$ cat config.mk
export PLATFORM = sky130hd
export DESIGN_NAME = burst_echo_ctrl
export DESIGN_NICKNAME = d
export VERILOG_FILES = /design/src/rtl/burst_echo_pkg.sv /design/src/rtl/echo_store.sv /design/src/rtl/echo_counter.sv /design/src/rtl/echo_fsm.sv /design/src/rtl/burst_echo_ctrl.sv
export SDC_FILE = /design/constraint.sdc
export NUM_CORES = 1
export LEC_CHECK = 0
export BUFFER_PORTS_ARGS = -buffer_cell sky130_fd_sc_hd__clkbuf_2
export CAP_MARGIN = 5
export CORE_MARGIN = 2
export CORE_UTILIZATION = 50
export DETAILED_ROUTE_END_ITERATION = 12
export GPL_ROUTABILITY_DRIVEN = 0
export HOLD_SLACK_MARGIN = 0.15
export PLACE_DENSITY = 0.71
export SYNTH_ARGS = -nofsm -noshare
export SYNTH_HDL_FRONTEND = slang
export SYNTH_SLANG_ARGS = --single-unit
export TNS_END_PERCENT = 30
$ cat constraint.sdc
create_clock -name clk -period 1.68 [get_ports clk]
set_input_delay 0.084 -clock clk [delete_from_list [all_inputs] [get_ports clk]]
set_output_delay 0.084 -clock clk [all_outputs]
set_load 0.05 [all_outputs]
$ cat src/rtl/burst_echo_pkg.sv
package burst_echo_pkg;

    typedef enum logic [1:0] {
        PH_WAIT = 2'd0,
        PH_ACK  = 2'd1,
        PH_SEND = 2'd2,
        PH_HOLD = 2'd3
    } phase_t;

    typedef struct packed {
        logic ack;
        logic wr;
        logic capture;
    } ctl_t;

    function automatic int idx_width(input int depth);
        return (depth < 2) ? 1 : $clog2(depth);
    endfunction

    function automatic int cnt_width(input int depth);
        return $clog2(depth + 1);
    endfunction

endpackage

$ cat src/rtl/echo_store.sv
module echo_store #(
    parameter int W     = 8,
    parameter int DEPTH = 4,
    parameter int IDX_W = 2
) (
    input  logic             clk,
    input  logic             we,
    input  logic [IDX_W-1:0] wr_idx,
    input  logic [W-1:0]     wr_data,
    input  logic [IDX_W-1:0] rd_idx,
    output logic [W-1:0]     rd_data
);
    logic [W-1:0] slots [DEPTH];

    for (genvar g = 0; g < DEPTH; g++) begin : g_slot
        always_ff @(posedge clk) begin
            if (we && wr_idx == IDX_W'(g)) begin
                slots[g] <= wr_data;
            end
        end
    end

    always_comb begin
        rd_data = '0;
        for (int k = 0; k < DEPTH; k++) begin
            if (rd_idx == IDX_W'(k)) rd_data = slots[k];
        end
    end
endmodule

$ cat src/rtl/echo_counter.sv
module echo_counter #(
    parameter int DEPTH = 4,
    parameter int IDX_W = 2,
    parameter int CNT_W = 3
) (
    input  logic             clk,
    input  logic             rst,
    input  logic             inc,
    input  logic             adv,
    output logic [CNT_W-1:0] cnt,
    output logic [IDX_W-1:0] rd_idx,
    output logic             full,
    output logic             last_rd
);
    localparam logic [CNT_W-1:0] FULL_VAL = CNT_W'(DEPTH);
    localparam logic [IDX_W-1:0] LAST_IDX = IDX_W'(DEPTH - 1);

    assign full    = (cnt == FULL_VAL);
    assign last_rd = (rd_idx == LAST_IDX);

    always_ff @(posedge clk) begin
        if (rst) begin
            cnt    <= '0;
            rd_idx <= '0;
        end else if (adv) begin
            if (last_rd) begin
                cnt    <= '0;
                rd_idx <= '0;
            end else begin
                rd_idx <= rd_idx + 1'b1;
            end
        end else if (inc) begin
            cnt <= cnt + 1'b1;
        end
    end
endmodule

$ cat src/rtl/echo_fsm.sv
module echo_fsm
    import burst_echo_pkg::*;
(
    input  logic clk,
    input  logic rst,
    input  logic rx_avail,
    input  logic tx_empty,
    input  logic full,
    input  logic last_rd,
    output ctl_t ctl
);
    phase_t ph, ph_nx;

    always_ff @(posedge clk) begin
        if (rst) ph <= PH_WAIT;
        else     ph <= ph_nx;
    end

    always_comb begin
        ctl   = '0;
        ph_nx = ph;
        unique case (ph)
            PH_WAIT: begin
                if (rx_avail) begin
                    ctl.capture = 1'b1;
                    ph_nx       = PH_ACK;
                end
            end
            PH_ACK: begin
                ctl.ack = 1'b1;
                ph_nx   = full ? PH_SEND : PH_WAIT;
            end
            PH_SEND: begin
                if (tx_empty) begin
                    ctl.wr = 1'b1;
                    ph_nx  = last_rd ? PH_WAIT : PH_HOLD;
                end
            end
            PH_HOLD: ph_nx = PH_SEND;
            default: ph_nx = PH_WAIT;
        endcase
    end
endmodule

$ cat src/rtl/burst_echo_ctrl.sv
module burst_echo_ctrl
    import burst_echo_pkg::*;
#(
    parameter int W      = 8,
    parameter int DEPTH  = 4,
    parameter int STAT_W = 8
) (
    input  logic              clk,
    input  logic              rst,
    input  logic [W-1:0]      rx_byte,
    input  logic              rx_avail,
    output logic              rx_ack,
    output logic [W-1:0]      tx_byte,
    output logic              tx_wr,
    input  logic              tx_empty,
    output logic [STAT_W-1:0] byte_count
);
    localparam int IDX_W = idx_width(DEPTH);
    localparam int CNT_W = cnt_width(DEPTH);

    ctl_t             ctl;
    logic [CNT_W-1:0] cnt;
    logic [IDX_W-1:0] rd_idx;
    logic             full;
    logic             last_rd;

    echo_fsm u_fsm (
        .clk      (clk),
        .rst      (rst),
        .rx_avail (rx_avail),
        .tx_empty (tx_empty),
        .full     (full),
        .last_rd  (last_rd),
        .ctl      (ctl)
    );

    echo_counter #(.DEPTH(DEPTH), .IDX_W(IDX_W), .CNT_W(CNT_W)) u_cnt (
        .clk     (clk),
        .rst     (rst),
        .inc     (ctl.capture),
        .adv     (ctl.wr),
        .cnt     (cnt),
        .rd_idx  (rd_idx),
        .full    (full),
        .last_rd (last_rd)
    );

    echo_store #(.W(W), .DEPTH(DEPTH), .IDX_W(IDX_W)) u_store (
        .clk     (clk),
        .we      (ctl.capture),
        .wr_idx  (cnt[IDX_W-1:0]),
        .wr_data (rx_byte),
        .rd_idx  (rd_idx),
        .rd_data (tx_byte)
    );

    assign rx_ack     = ctl.ack;
    assign tx_wr      = ctl.wr;
    assign byte_count = STAT_W'(cnt);
endmodule

---- Word-level counts from Yosys, hierarchy flattened ----
Memory sizes are Yosys's and may differ from the RTL's.
Cells that the tools add are included.
Widths: inputs -> output; s select.
word-level totals
  bits in registers ....................... 7
  bits in writable memories ............... 32
  input bits .............................. 12
  output and inout port bits .............. 18
  word-level logic and storage cells ...... 67
  memories kept ........................... 1
memories
  memory         depth  width  rd ports  clocked after memory_dff  write ports  RTL line          RTL
  u_store.slots  4      8      4         0                         1            echo_store.sv:13  logic [W-1:0] slots [DEPTH];
operators by class
  add/subtract/negate cells ............... 2
  eq/ne operators ......................... 13
  muxes and demuxes ....................... 35
  reduce and logical (&&, ||, !) cells .... 13
operator list
  operator             number
  $mux 8               7
  $reduce_or 8->1      3
  $mux 1               16
  $mux 2               8
  $eq 2x2->1 const B   6
  $mux 3               3
  $pmux 2 s4           1
  $eq 2x1->1 const B   3
  $logic_not 2->1      3
  $logic_and 1x1->1    4
  $ne 2x2->1 const B   2
  $reduce_and 2->1     2
  $add 3x1->3 const B  1
  $eq 3x3->1 const B   1
  $add 2x1->2 const B  1
  $ne 2x1->1 const B   1
  $reduce_bool 2->1    1

---- Depth between registers and ports, before layout ----
Gate-level depths: netlist of run 1.
  depth after elaboration ................. 9
  gate-level depth with buffers ........... 6

---- By module ----
A second synthesis of run 1 with hierarchy kept.
unflattened totals
  cells, all modules ...................... 95
  area, all modules ....................... 1615.3 um^2
by module, submodules not included
  module           instances  cells an instance  area each (um^2)  sequential area each (um^2)
  echo_store       1          46                 1188.6            960.9
  echo_counter     1          31                 279.0             100.1
  echo_fsm         1          12                 106.4             40.0
  burst_echo_ctrl  1          6                  41.3              0.0

---- Least setup slack after synthesis of run 1 ----
Ideal clock, no wire load.
  path kind ............................... register to register
  start point ............................. reg u_cnt.cnt[1]
  end point ............................... mem u_store.slots[3][0], enable pin
  arrival time ............................ 1.587 ns
  required time ........................... 1.297 ns
  slack ................................... -0.290 ns
  stages on the path, launching flop included .. 4
  clock period less this slack ............ 1.970 ns
  path through ............................ dfxtp_1 -> ha_1 -> nand2_1 -> nor3_1
between the ends
  cells in the longest elaborated chain, start to end .. 8
  elaborated cells between the ends (all ways) .. 25
  those cells by class .................... eq/ne: 3; mux: 14; reduce/logical: 8
RTL lines
  element                                                         RTL line            RTL
  start: declaration                                              echo_counter.sv:10  output logic [CNT_W-1:0] cnt,
  start signal: assignment                                        echo_counter.sv:33  cnt <= cnt + 1'b1;
  $eq 2x1->1                                                      echo_store.sv:17    if (we && wr_idx == IDX_W'(g)) begin
  $logic_and 1x1->1                                               echo_store.sv:17
  $mux 1                                                          echo_store.sv:17
  $mux 1 (not written as such)                                    echo_store.sv:18    slots[g] <= wr_data;
  $reduce_or 8->1 (no source line)                                n/a
  $mux 2 (no source line) or $mux 1 (tied branches) (3 in a row)  n/a
  end: declaration                                                echo_store.sv:13
Several ways; a longest one is shown, not always the timed one.

---- Final worst setup path of run 1 ----
  start point ............................. reg u_cnt.rd_idx[1]
  end point ............................... out tx_byte[5]
between the ends
  cells in the longest elaborated chain, start to end .. 5
  elaborated cells between the ends (all ways) .. 8
  those cells by class .................... eq/ne: 3; mux: 4; reduce/logical: 1
RTL lines
  element                   RTL line               RTL
  start: declaration        echo_counter.sv:11     output logic [IDX_W-1:0] rd_idx,
  start signal: assignment  echo_counter.sv:30     rd_idx <= rd_idx + 1'b1;
  $logic_not 2->1           echo_store.sv:26       if (rd_idx == IDX_W'(k)) rd_data = slots[k];
  $mux 8 (3 in a row)       echo_store.sv:26
  $mux 8 (*)                echo_store.sv:26
  end: declaration          burst_echo_ctrl.sv:13  output logic [W-1:0] tx_byte,
Every way passes the cells marked *; elsewhere a longest branch is shown, timed or not.

==> key figures, run 1 <==
Run status
  • Outcome: complete, but fails checks
  • Violated checks: setup timing

Power and ir drop
  • Power Total: 1.821 mW
  • Peak VDD IR: 0.0006436 V
  • Pleak: 0.9470 nW
  • Power Dens Cells: 737.7 mW/mm^2

GRT
  • Grt met3 use: 3.521%
  • Routing usage on met1: 22.52%
  • Vias in the first global route: 1105
  • GRT busiest layer: met2
  • Largest net degree at the start of global routing: 21
  • GRT Total Usage: 17.76%
  • GR Util met2: 30.34%
  • First-pass GRT wire length: 5402 um
  • Initial antenna violation count: 0
  • Grt ovf: 0

Routing
  • Via-to-Cell Ratio: 5.071
  • Via Count: 1141
  • Routed WL: 3334 um
  • Per-cell routed wire length: 14.82 um
  • Residual DRC count: 0
  • TritonRoute pass-1 iters: 4
  • Post-route ant nets: 0
  • DRT iter0 DRCs: 29

Timing
  • Final setup violation count: 8
  • Minimum clock period: between 1500 and 2000 ps
  • Fin Setup TNS: -1224 ps
  • Setup Skew: about 7.6 ps
  • Hold WS: between 500 and 600 ps
  • Final worst slack: -199.6 ps
  • Period utilisation layout: 111.9%
  • RSZ-0062 raised after global routing: yes
  • Maximum clock frequency: roughly 530 MHz
  • Max-slew violations: 0
  • Final Hold Violating Endpoints: 0

Placed design
  • Port bufs: 24
  • Dpl ws: -38.47 ps
  • Placed inst area: between 0.002 and 0.0025 mm^2
  • Post-DP HPWL: 2264 um

Worst hold path
  • Hold wc startpoint: rx_byte[6]
  • Worst hold path type: input port to flip-flop

Floorplan
  • Die area: 0.004105 mm^2
  • Starting density of the core: 53.23%
  • Die width: between 60 and 70 um
  • Die Y: 64.07 um
  • Ports: 30
  • Row cnt: 21
  • Core ar.: 0.003390 mm^2

Setup path
  • Reg2reg path depth: 6
  • CP arrival: around 1800 ps
  • Crit. End Element: output pin
  • CP cell instances: inv_2 -> ha_2 -> nor2b_4 -> buf_6 -> a221oi_2 -> o31ai_4 -> buf_12
  • CP Buf/Inv Count: 3
  • Reg2reg end: u_cnt.cnt[2]
  • Cell family with most CP delay: flip-flops
  • Crit start category: flip-flop
  • Crit path depth: 7
  • FF-to-FF Start: u_cnt.rd_idx[1]
  • CP Data Required Time: 1600 ps
  • Reg2reg setup slack: 250 ps
  • Crit path kind: flip-flop to output pin
  • Critical Path Start: u_cnt.rd_idx[1]
  • Critical path's largest stage delay: 370 ps
  • Slowest cell on the critical path: dfxtp_4
  • Worst-path maximum fanout: 5
  • Crit path to: tx_byte[5]

Finish
  • # nets final: 198
  • Highest-count cells in the layout ignoring fill and taps: edfxtp_1 (32), clkbuf_2 (16), nand2_1 (12)
  • Design Area, Final: about 0.0025 mm^2
  • Share of cells above drive strength 1: 40.78%
  • N_diodes: 0
  • Layout area overhead: 36.82%
  • Commonest non-fill, non-tap cell in the layout: edfxtp_1

Yosys
  • Yosys warnings: 0
  • Number of synthesized register bits: 39
  • Cell Area, Synth: 0.001804 mm^2
  • Library cells used by synthesis: 29
  • Post-synth EDFFs: 32
  • Syn avg cell area: 14.21 um^2
  • Primary FF master, synth: edfxtp_1
  • Sequential area share after synthesis: 61.03%
  • Cells after synthesis: 127
  • Async set-reset flop share out of synthesis: 0%

Clock tree
  • CTS tree: built
  • H-tree Lvls: 2
  • CTS sink cnt: 39
  • Cts bufs inserted: 5
  • CTS max path bufs: 2
  • Clock Latency Late Sink: 320 ps
  • Root buf cell: clkbuf_4
  • Clock transition at path regs: 110 ps

Run
  • Max Cap Viol: 0
-- layout make-up --
type / count / area, um^2
clock inverter: 1 / 5.005
inverter: 7 / 28.78
multi-input combinational: 75 / 740.7
fill: 209 / 920.9
sequential: 39 / 1111
clock buffer: 7 / 45.04
timing repair buffer: 50 / 480.5
tap: 46 / 57.56
-- cell families (layout without fill, tap and decap cells) --
group | count (synthesis) | in the layout | synth area share [%]
buf+inv | 17 | 65 | 5.201
mux | 2 | 2 | 1.110
simple gates | 35 | 35 | 12.28
other cells | 1 | 5 | 0.2078
flops | 39 | 39 | 61.03
fa+ha+maj | 8 | 8 | 5.548
compound gates | 25 | 25 | 14.63
-- synthesized netlist by cell type (2+ instances only) --
cell,number,share of area (%)
a21oi_1,5,1.4
a221oi_2,7,5.8
and2_1,3,1.0
buf_2,2,0.55
buf_4,7,2.9
dfxtp_1,7,7.8
edfxtp_1,32,53
ha_1,8,5.5
inv_1,7,1.5
mux2i_1,2,1.1
nand2_1,12,2.5
nand3b_1,3,1.2
nor2_1,2,0.42
nor2b_1,8,2.8
nor3_1,2,0.55
o31ai_2,7,4.9
-- metrics by stage --
stage | util, % | std cells
6_report | 72.83 | 225
5_1_grt | 72.83 | 225
4_1_cts | 72.61 | 225
3_5_place_dp | 63.53 | 200
3_3_place_gp | 63.53 | 200
2_1_floorplan | - | 131
-- timing repair --
item                                    CTS  global route
setup buffers                             6             0
gates resized for setup                  21             4
endpoints found under the hold margin    39             0
hold buffers                             11             0
pin swaps                                 5             4
cloned                                    0             0
endpoints found under the setup margin    8             8
-- worst min-delay path by stage --
stage / end / slack [ps] / cells past startpoint
finish: u_store.slots[2][6] / 520 / 2
global route: u_store.slots[1][6] / 500 / 2
CTS: u_store.slots[3][1] / 510 / 2
detailed placement: u_store.slots[1][7] / 310 / 1
global placement: u_store.slots[3][1] / 300 / 1
floorplan: u_cnt.cnt[0] / 150 / 1
-- state kept, by name, indices dropped and copies added, names as in the netlist --
register	count
u_cnt.cnt	3
u_cnt.rd_idx	2
u_fsm.ph	2
u_store.slots	32
-- power by group --
part | switching [mW] | leakage, nW | internal (mW) | total (mW)
combinational | 0.167 | 0.566 | 0.123 | 0.290
clock | 0.271 | 0.0293 | 0.163 | 0.434
sequential | 0.0199 | 0.352 | 1.08 | 1.10
-- routing by layer --
metal  up-vias  share of wire, %
li1        563                 -
met1       552                44
met2        24                53
met3         2               3.2
met4         0              0.57
met5         -                 0
(Power assumes the default switching activity.)
==> run 2: changes to the inputs <==
--- a/config.mk
+++ b/config.mk
@@ -6,13 +6,14 @@
 export NUM_CORES = 1
 export LEC_CHECK = 0
 export BUFFER_PORTS_ARGS = -buffer_cell sky130_fd_sc_hd__clkbuf_2
-export CAP_MARGIN = 5
+export CAP_MARGIN = 20
 export CORE_MARGIN = 2
 export CORE_UTILIZATION = 50
 export DETAILED_ROUTE_END_ITERATION = 12
 export GPL_ROUTABILITY_DRIVEN = 0
 export HOLD_SLACK_MARGIN = 0.15
 export PLACE_DENSITY = 0.71
+export REMOVE_ABC_BUFFERS = 1
 export SYNTH_ARGS = -nofsm -noshare
 export SYNTH_HDL_FRONTEND = slang
 export SYNTH_SLANG_ARGS = --single-unit
==> run 2 against run 1 <==
Compared with the run above:
- the run still ends with setup timing left
- register-to-register slack hardly changed
- wire length is 3.4% lower
- core utilization is 0.70 points lower
- flip-flop and latch count stayed put
- global-route usage is 0.065 points higher
- combinational power hardly changed
- critical path depth stayed put
- worst setup slack better by 31 ps
- critical path type unchanged
- largest power group unchanged
==> key figures, run 2 (synthesized netlist as in run 1, its figures left out) <==
Finish
  • # nets final: 196 (was 198)
  • Biggest register: u_store.slots (unchanged)
  • Commonest non-fill, non-tap cell in the layout: edfxtp_1 (unchanged)
  • Highest-count cells in the layout ignoring fill and taps: edfxtp_1 (32), clkbuf_2 (16), nand2_1 (12) (unchanged)
  • Largest regs: u_store.slots: 32 flops, u_cnt.cnt: 3 flops (unchanged)
  • Layout area overhead: 35.51% (was 36.82%)
  • Max FFs per register: 32 (unchanged)
  • N_diodes: 0 (unchanged)
  • Design Area, Final: 0.002445 mm^2 (was 0.002469 mm^2)
  • Fillers: 208 (was 209)
  • Share of cells above drive strength 1: 39.55% (was 40.78%)

Clock tree
  • CTS sink cnt: 39 (unchanged)
  • CTS max path bufs: 2 (unchanged)
  • Root buf cell: clkbuf_4 (unchanged)
  • Cts bufs inserted: 5 (unchanged)
  • Clock transition at path regs: 110 ps (about the same)
  • H-tree Lvls: 2 (unchanged)
  • Clock Latency Late Sink: 340 ps (was 320 ps)
  • CTS tree: built (unchanged)

Setup path
  • Reg2reg end: u_store.slots[2][2] (was u_cnt.cnt[2])
  • Crit path kind: flip-flop to output pin (unchanged)
  • CP arrival: 1760 ps (was 1800 ps)
  • Crit start category: flip-flop (unchanged)
  • Crit. End Element: output pin (unchanged)
  • Worst-path maximum fanout: 7 (was 5)
  • FF-to-FF Start: u_fsm.ph[0] (was u_cnt.rd_idx[1])
  • CP Data Required Time: 1600 ps (about the same)
  • Reg2reg path depth: 4 (was 6)
  • Reg2reg setup slack: 240 ps (was 250 ps)

GRT
  • Largest net degree at the start of global routing: 13 (was 21)
  • GRT Total Usage: 17.82% (was 17.76%)
  • Grt ovf: 0 (unchanged)
  • Initial antenna violation count: 0 (unchanged)
  • Vias in the first global route: 1159 (was 1105)
  • First-pass GRT wire length: 5375 um (was 5402 um)

Power and ir drop
  • Psw: 478.5 uW (was 458.2 uW)
  • Power Total: 1.840 mW (was 1.821 mW)
  • Comb power frac: 15.7% (was 15.9%)
  • Pleak: 0.9293 nW (was 0.9470 nW)
  • Flop pwr share: 59.6% (was 60.2%)
  • Pint: 1.362 mW (was 1.363 mW)
  • Switching share of total power: 26.00% (was 25.16%)
  • Clock Power Share: 24.7% (was 23.8%)
  • Peak VDD IR: 0.0004979 V (was 0.0006436 V)
  • Power Dens Cells: 752.7 mW/mm^2 (was 737.7 mW/mm^2)

Floorplan
  • Core ar.: 0.003390 mm^2 (unchanged)
  • Die area: 0.004105 mm^2 (unchanged)
  • Row cnt: 21 (unchanged)
  • Ports: 30 (unchanged)
  • Die width: 64.07 um (unchanged)
  • Die Y: 64.07 um (unchanged)
  • Starting density of the core: 53.23% (unchanged)

Timing
  • Maximum clock frequency: 540.9 MHz (was 532.0 MHz)
  • Max-slew violations: 0 (unchanged)
  • Final worst slack: -168.9 ps (was -199.6 ps)
  • Setup Skew: 8.548 ps (was 7.581 ps)
  • Period utilisation layout: 110.1% (was 111.9%)
  • Final setup violation count: 8 (unchanged)
  • Minimum clock period: 1849 ps (was 1880 ps)
  • RSZ-0062 raised after global routing: yes (unchanged)
  • Hold WS: 492.1 ps (was 519.7 ps)
  • Final Hold Violating Endpoints: 0 (unchanged)

Worst hold path
  • Hold EP: u_store.slots[2][5] (was u_store.slots[2][6])
  • WHS Path Cells: 2 (unchanged)
  • Worst hold path type: input port to flip-flop (unchanged)
  • Hold wc startpoint: rx_byte[5] (was rx_byte[6])

Routing
  • Per-cell routed wire length: 14.43 um (was 14.82 um)
  • Routed WL: 3219 um (was 3334 um)
  • Residual DRC count: 0 (unchanged)
  • Via Count: 1141 (unchanged)
  • TritonRoute pass-1 iters: 4 (unchanged)
  • Via-to-Cell Ratio: 5.117 (was 5.071)
  • DRT iter0 DRCs: 47 (was 29)
  • Post-route ant nets: 0 (unchanged)

Placed design
  • Port bufs: 24 (unchanged)
  • Placed inst area: 0.002117 mm^2 (was 0.002153 mm^2)
  • Post-DP HPWL: 2170 um (was 2264 um)
  • Dpl ws: 26.46 ps (was -38.47 ps)

Run status
  • Violated checks: setup timing (unchanged)
  • Outcome: complete, but fails checks (unchanged)

Run
  • Max Cap Viol: 0 (unchanged)
run 2: how the worst max path moves through the flow:
stage | start | slack [ps] | endpoint
after floorplan | u_cnt.rd_idx[1] | -300 | tx_byte[0]
after global routing | u_cnt.rd_idx[0] | -240 | tx_byte[2]
after CTS | u_cnt.rd_idx[1] | -170 | tx_byte[4]
after global placement | u_cnt.rd_idx[1] | 80 | tx_byte[4]
after detailed placement | u_cnt.rd_idx[1] | 30 | tx_byte[2]
final | u_cnt.rd_idx[1] | -170 | tx_byte[4]
run 2: timing repair:
item / CTS / global route
gates resized for setup: 24 / 3
hold buffers: 11 / 0
endpoints found under the hold margin: 39 / 0
pin swaps: 9 / 2
cloned: 0 / 0
buffers inserted: 2 / 1
setup endpoints to repair: 8 / 8
run 2: worst max-delay path, stage by stage, from the launching register on:
cell and delay [ps]:
dfxtp_4 400, inv_4 50, ha_4 170, nor2b_4 130, buf_12 150, a221oi_2 60
o31ai_2 280, buf_12 180
run 2: final cells by class:
| cell class | count | area [um^2] | share of cell area (%) |
|---|---|---|---|
| Inverter | 7 | 31.28 | 1.279 |
| Sequential cell | 39 | 1109 | 45.34 |
| Multi-Input combinational cell | 75 | 724.4 | 29.63 |
| Clock inverter | 2 | 12.51 | 0.5118 |
| Clock buffer | 6 | 41.29 | 1.689 |
| Timing Repair Buffer | 48 | 469.2 | 19.19 |
| Tap cell | 46 | 57.56 | 2.354 |
run 2: power by group through the flow:
stage	logic [mW]	registers, mW	clock network, mW
2_1_floorplan	0.142	1.13	0
3_3_place_gp	0.258	1.12	0
3_5_place_dp	0.261	1.12	0
4_1_cts	0.289	1.10	0.470
5_1_grt	0.305	1.10	0.523
6_report	0.290	1.10	0.454
run 2: metrics by stage:
step / instances / setup TNS (ps) / utilization, %
CTS: 223 / -1270 / 71.43
floorplan: 121 / -4447 / -
global route: 223 / -1777 / 72.13
finish: 223 / -1177 / 72.13
detailed placement: 202 / 0 / 62.46
global placement: 202 / 0 / 62.46
run 2: routing by layer:
layer | GRT usage [%] | part of all wire (%) | vias up
li1 | - | - | 558
met5 | 0 | 0 | -
met3 | 3.873 | 4.4 | 7
met4 | 8.967 | 2.3 | 0
met1 | 21.33 | 41 | 551
met2 | 30.21 | 52 | 25
==> run 3: changes to the inputs <==
--- a/config.mk
+++ b/config.mk
@@ -8,11 +8,11 @@
 export BUFFER_PORTS_ARGS = -buffer_cell sky130_fd_sc_hd__clkbuf_2
 export CAP_MARGIN = 20
 export CORE_MARGIN = 2
-export CORE_UTILIZATION = 50
+export CORE_UTILIZATION = 45
 export DETAILED_ROUTE_END_ITERATION = 12
 export GPL_ROUTABILITY_DRIVEN = 0
 export HOLD_SLACK_MARGIN = 0.15
-export PLACE_DENSITY = 0.71
+export PLACE_DENSITY = 0.65
 export REMOVE_ABC_BUFFERS = 1
 export SYNTH_ARGS = -nofsm -noshare
 export SYNTH_HDL_FRONTEND = slang
==> run 3 against run 2 <==
Compared with the run above:
- the run still ends with setup timing left
- via count decreased by 1.1%
- total power rose by 14%
- sequential share of layout area decreased by 0.76 points
- first-iteration DRC count down 40%
- global-route usage is 1.8 points lower
- critical path type unchanged
- critical endpoint is now tx_byte[7]
- largest cell class unchanged
- highest routed layer unchanged
==> key figures, run 3 (synthesized netlist as in run 1, its figures left out) <==
Routing
  • Routed WL: 3155 um (was 3219 um)
  • Via Count: 1128 (was 1141)
  • Post-route ant nets: 0 (unchanged)
  • Via-to-Cell Ratio: 5.036 (was 5.117)
  • DRT iter0 DRCs: 28 (was 47)
  • TritonRoute pass-1 iters: 4 (unchanged)
  • Residual DRC count: 0 (unchanged)
  • Per-cell routed wire length: 14.08 um (was 14.43 um)

Timing
  • Final worst slack: -80.85 ps (was -168.9 ps)
  • Final setup violation count: 7 (was 8)
  • Setup Skew: 3.674 ps (was 8.548 ps)
  • RSZ-0062 raised after global routing: yes (unchanged)
  • Max-slew violations: 0 (unchanged)
  • Period utilisation layout: 104.8% (was 110.1%)
  • Fin Setup TNS: -400.0 ps (was -1177 ps)
  • Final Hold Violating Endpoints: 0 (unchanged)
  • Maximum clock frequency: 567.9 MHz (was 540.9 MHz)
  • Minimum clock period: 1761 ps (was 1849 ps)

GRT
  • Grt ovf: 0 (unchanged)
  • First-pass GRT wire length: 5195 um (was 5375 um)
  • Vias in the first global route: 1153 (was 1159)
  • GRT Total Usage: 16.06% (was 17.82%)
  • Initial antenna violation count: 0 (unchanged)
  • Largest net degree at the start of global routing: 16 (was 13)

Worst hold path
  • Worst hold path type: flip-flop to flip-flop (was input port to flip-flop)
  • Hold wc startpoint: u_cnt.rd_idx[0] (was rx_byte[5])

Clock tree
  • Clock Latency Late Sink: 270 ps (was 340 ps)
  • CTS tree: built (unchanged)
  • Cts bufs inserted: 5 (unchanged)
  • Clock transition at path regs: 70 ps (was 110 ps)
  • Root buf cell: clkbuf_8 (was clkbuf_4)
  • CTS max path bufs: 2 (unchanged)
  • CTS sink cnt: 39 (unchanged)
  • H-tree Lvls: 2 (unchanged)

Finish
  • Largest regs: u_store.slots: 32 flops, u_cnt.cnt: 3 flops (unchanged)
  • Register Area: 0.001106 mm^2 (was 0.001109 mm^2)
  • Commonest non-fill, non-tap cell in the layout: edfxtp_1 (unchanged)
  • Fillers: 301 (was 208)
  • Biggest register: u_store.slots (unchanged)
  • Max FFs per register: 32 (unchanged)
  • Layout area overhead: 37.52% (was 35.51%)
  • Multi-input logic area: 708.2 um^2 (was 724.4 um^2)
  • Design Area, Final: 0.002481 mm^2 (was 0.002445 mm^2)
  • Highest-count cells in the layout ignoring fill and taps: edfxtp_1 (32), clkbuf_2 (16), nand2_1 (12) (unchanged)
  • Share of cells above drive strength 1: 39.08% (was 39.55%)
  • Core Util, Final: 62.93% (was 72.13%)
  • N_diodes: 0 (unchanged)
  • # nets final: 193 (was 196)

Floorplan
  • Die width: 67.32 um (was 64.07 um)
  • Core ar.: 0.003943 mm^2 (was 0.003390 mm^2)
  • Die area: 0.004532 mm^2 (was 0.004105 mm^2)
  • Starting density of the core: 45.76% (was 53.23%)
  • Die Y: 67.32 um (was 64.07 um)
  • Ports: 30 (unchanged)
  • Row cnt: 23 (was 21)

Power and ir drop
  • Peak VDD IR: 0.0007793 V (was 0.0004979 V)
  • Pleak: 0.9417 nW (was 0.9293 nW)
  • Power Dens Cells: 847.2 mW/mm^2 (was 752.7 mW/mm^2)
  • Power Total: 2.102 mW (was 1.840 mW)

Placed design
  • Port bufs: 24 (unchanged)
  • Dpl ws: 88.06 ps (was 26.46 ps)
  • Placed inst area: 0.002112 mm^2 (was 0.002117 mm^2)
  • Post-DP HPWL: 2272 um (was 2170 um)

Run status
  • Violated checks: setup timing (unchanged)
  • Outcome: complete, but fails checks (unchanged)

Setup path
  • Crit. End Element: output pin (unchanged)
  • CP Data Required Time: 1600 ps (about the same)
  • FF-to-FF Start: u_fsm.ph[0] (unchanged)
  • Reg2reg setup slack: 180 ps (was 240 ps)
  • Crit path kind: flip-flop to output pin (unchanged)
  • CP arrival: 1680 ps (was 1760 ps)
  • Worst-path maximum fanout: 7 (unchanged)
  • Critical Path Start: u_cnt.rd_idx[0] (was u_cnt.rd_idx[1])
  • Crit start category: flip-flop (unchanged)

Run
  • Max Cap Viol: 0 (unchanged)
## run 3: cell count changes in the layout (fill, tap and decap cells not counted), moves of 2 or more
| cell | before | now |
|---|---|---|
| buf_4 | 9 | 4 |
| clkbuf_4 | 5 | 0 |
| clkbuf_8 | 1 | 5 |
| buf_8 | 1 | 3 |
## run 3: worst paths after layout
| path | end | depth (start not counted) |
|---|---|---|
| min | u_cnt.rd_idx[0] | 2 |
| max reg2reg | u_store.slots[0][3] | 2 |
| min reg2reg | u_cnt.rd_idx[0] | 2 |
| max | tx_byte[7] | 7 |
## run 3: metrics by stage
| step | hold slack (ps) | instances |
|---|---|---|
| 4_1_cts | 535.6 | 224 |
| 2_1_floorplan | 146.4 | 121 |
| 6_report | 535.3 | 224 |
| 3_5_place_dp | 302.9 | 203 |
| 3_3_place_gp | 299.3 | 203 |
| 5_1_grt | 563.7 | 224 |
## run 3: report_power, final
group          leakage, nW  internal (mW)  switching [mW]  total (mW)
sequential           0.351           1.08          0.0197        1.10
combinational        0.535          0.119           0.164       0.283
clock               0.0556          0.434           0.287       0.721
## run 3: cell type report
type                            instances  share of cell area (%)
Tap cell                               50                   2.521
Timing Repair Buffer                   45                   18.86
Sequential cell                        39                   44.58
Clock inverter                          3                   1.563
Inverter                                7                   1.160
Clock buffer                            5                   2.774
Multi-Input combinational cell         75                   28.54
## run 3: repair_timing
action | 4_1_cts | 5_1_grt
gates resized for setup | 25 | 2
gates cloned | 0 | 0
endpoints found under the setup margin | 8 | 8
setup buffers | 2 | 0
pin swaps | 8 | 0
hold buffers | 11 | 0
hold endpoints to repair | 39 | 0
## run 3: per-layer routing
layer | GRT usage (%) | up-vias | part of all wire, %
li1 | - | 554 | -
met1 | 16.27 | 540 | 39
met2 | 31.06 | 32 | 56
met3 | 4.667 | 2 | 4.4
met4 | 5.357 | 0 | 0.76
met5 | 0 | - | 0
## run 3: critical path, stage by stage, from the launching register on
cell      delay (ps)
dfxtp_4          390
inv_4             50
ha_4             150
nor2b_4          130
buf_12           130
a221oi_4         280
o31ai_4          110
buf_12           150
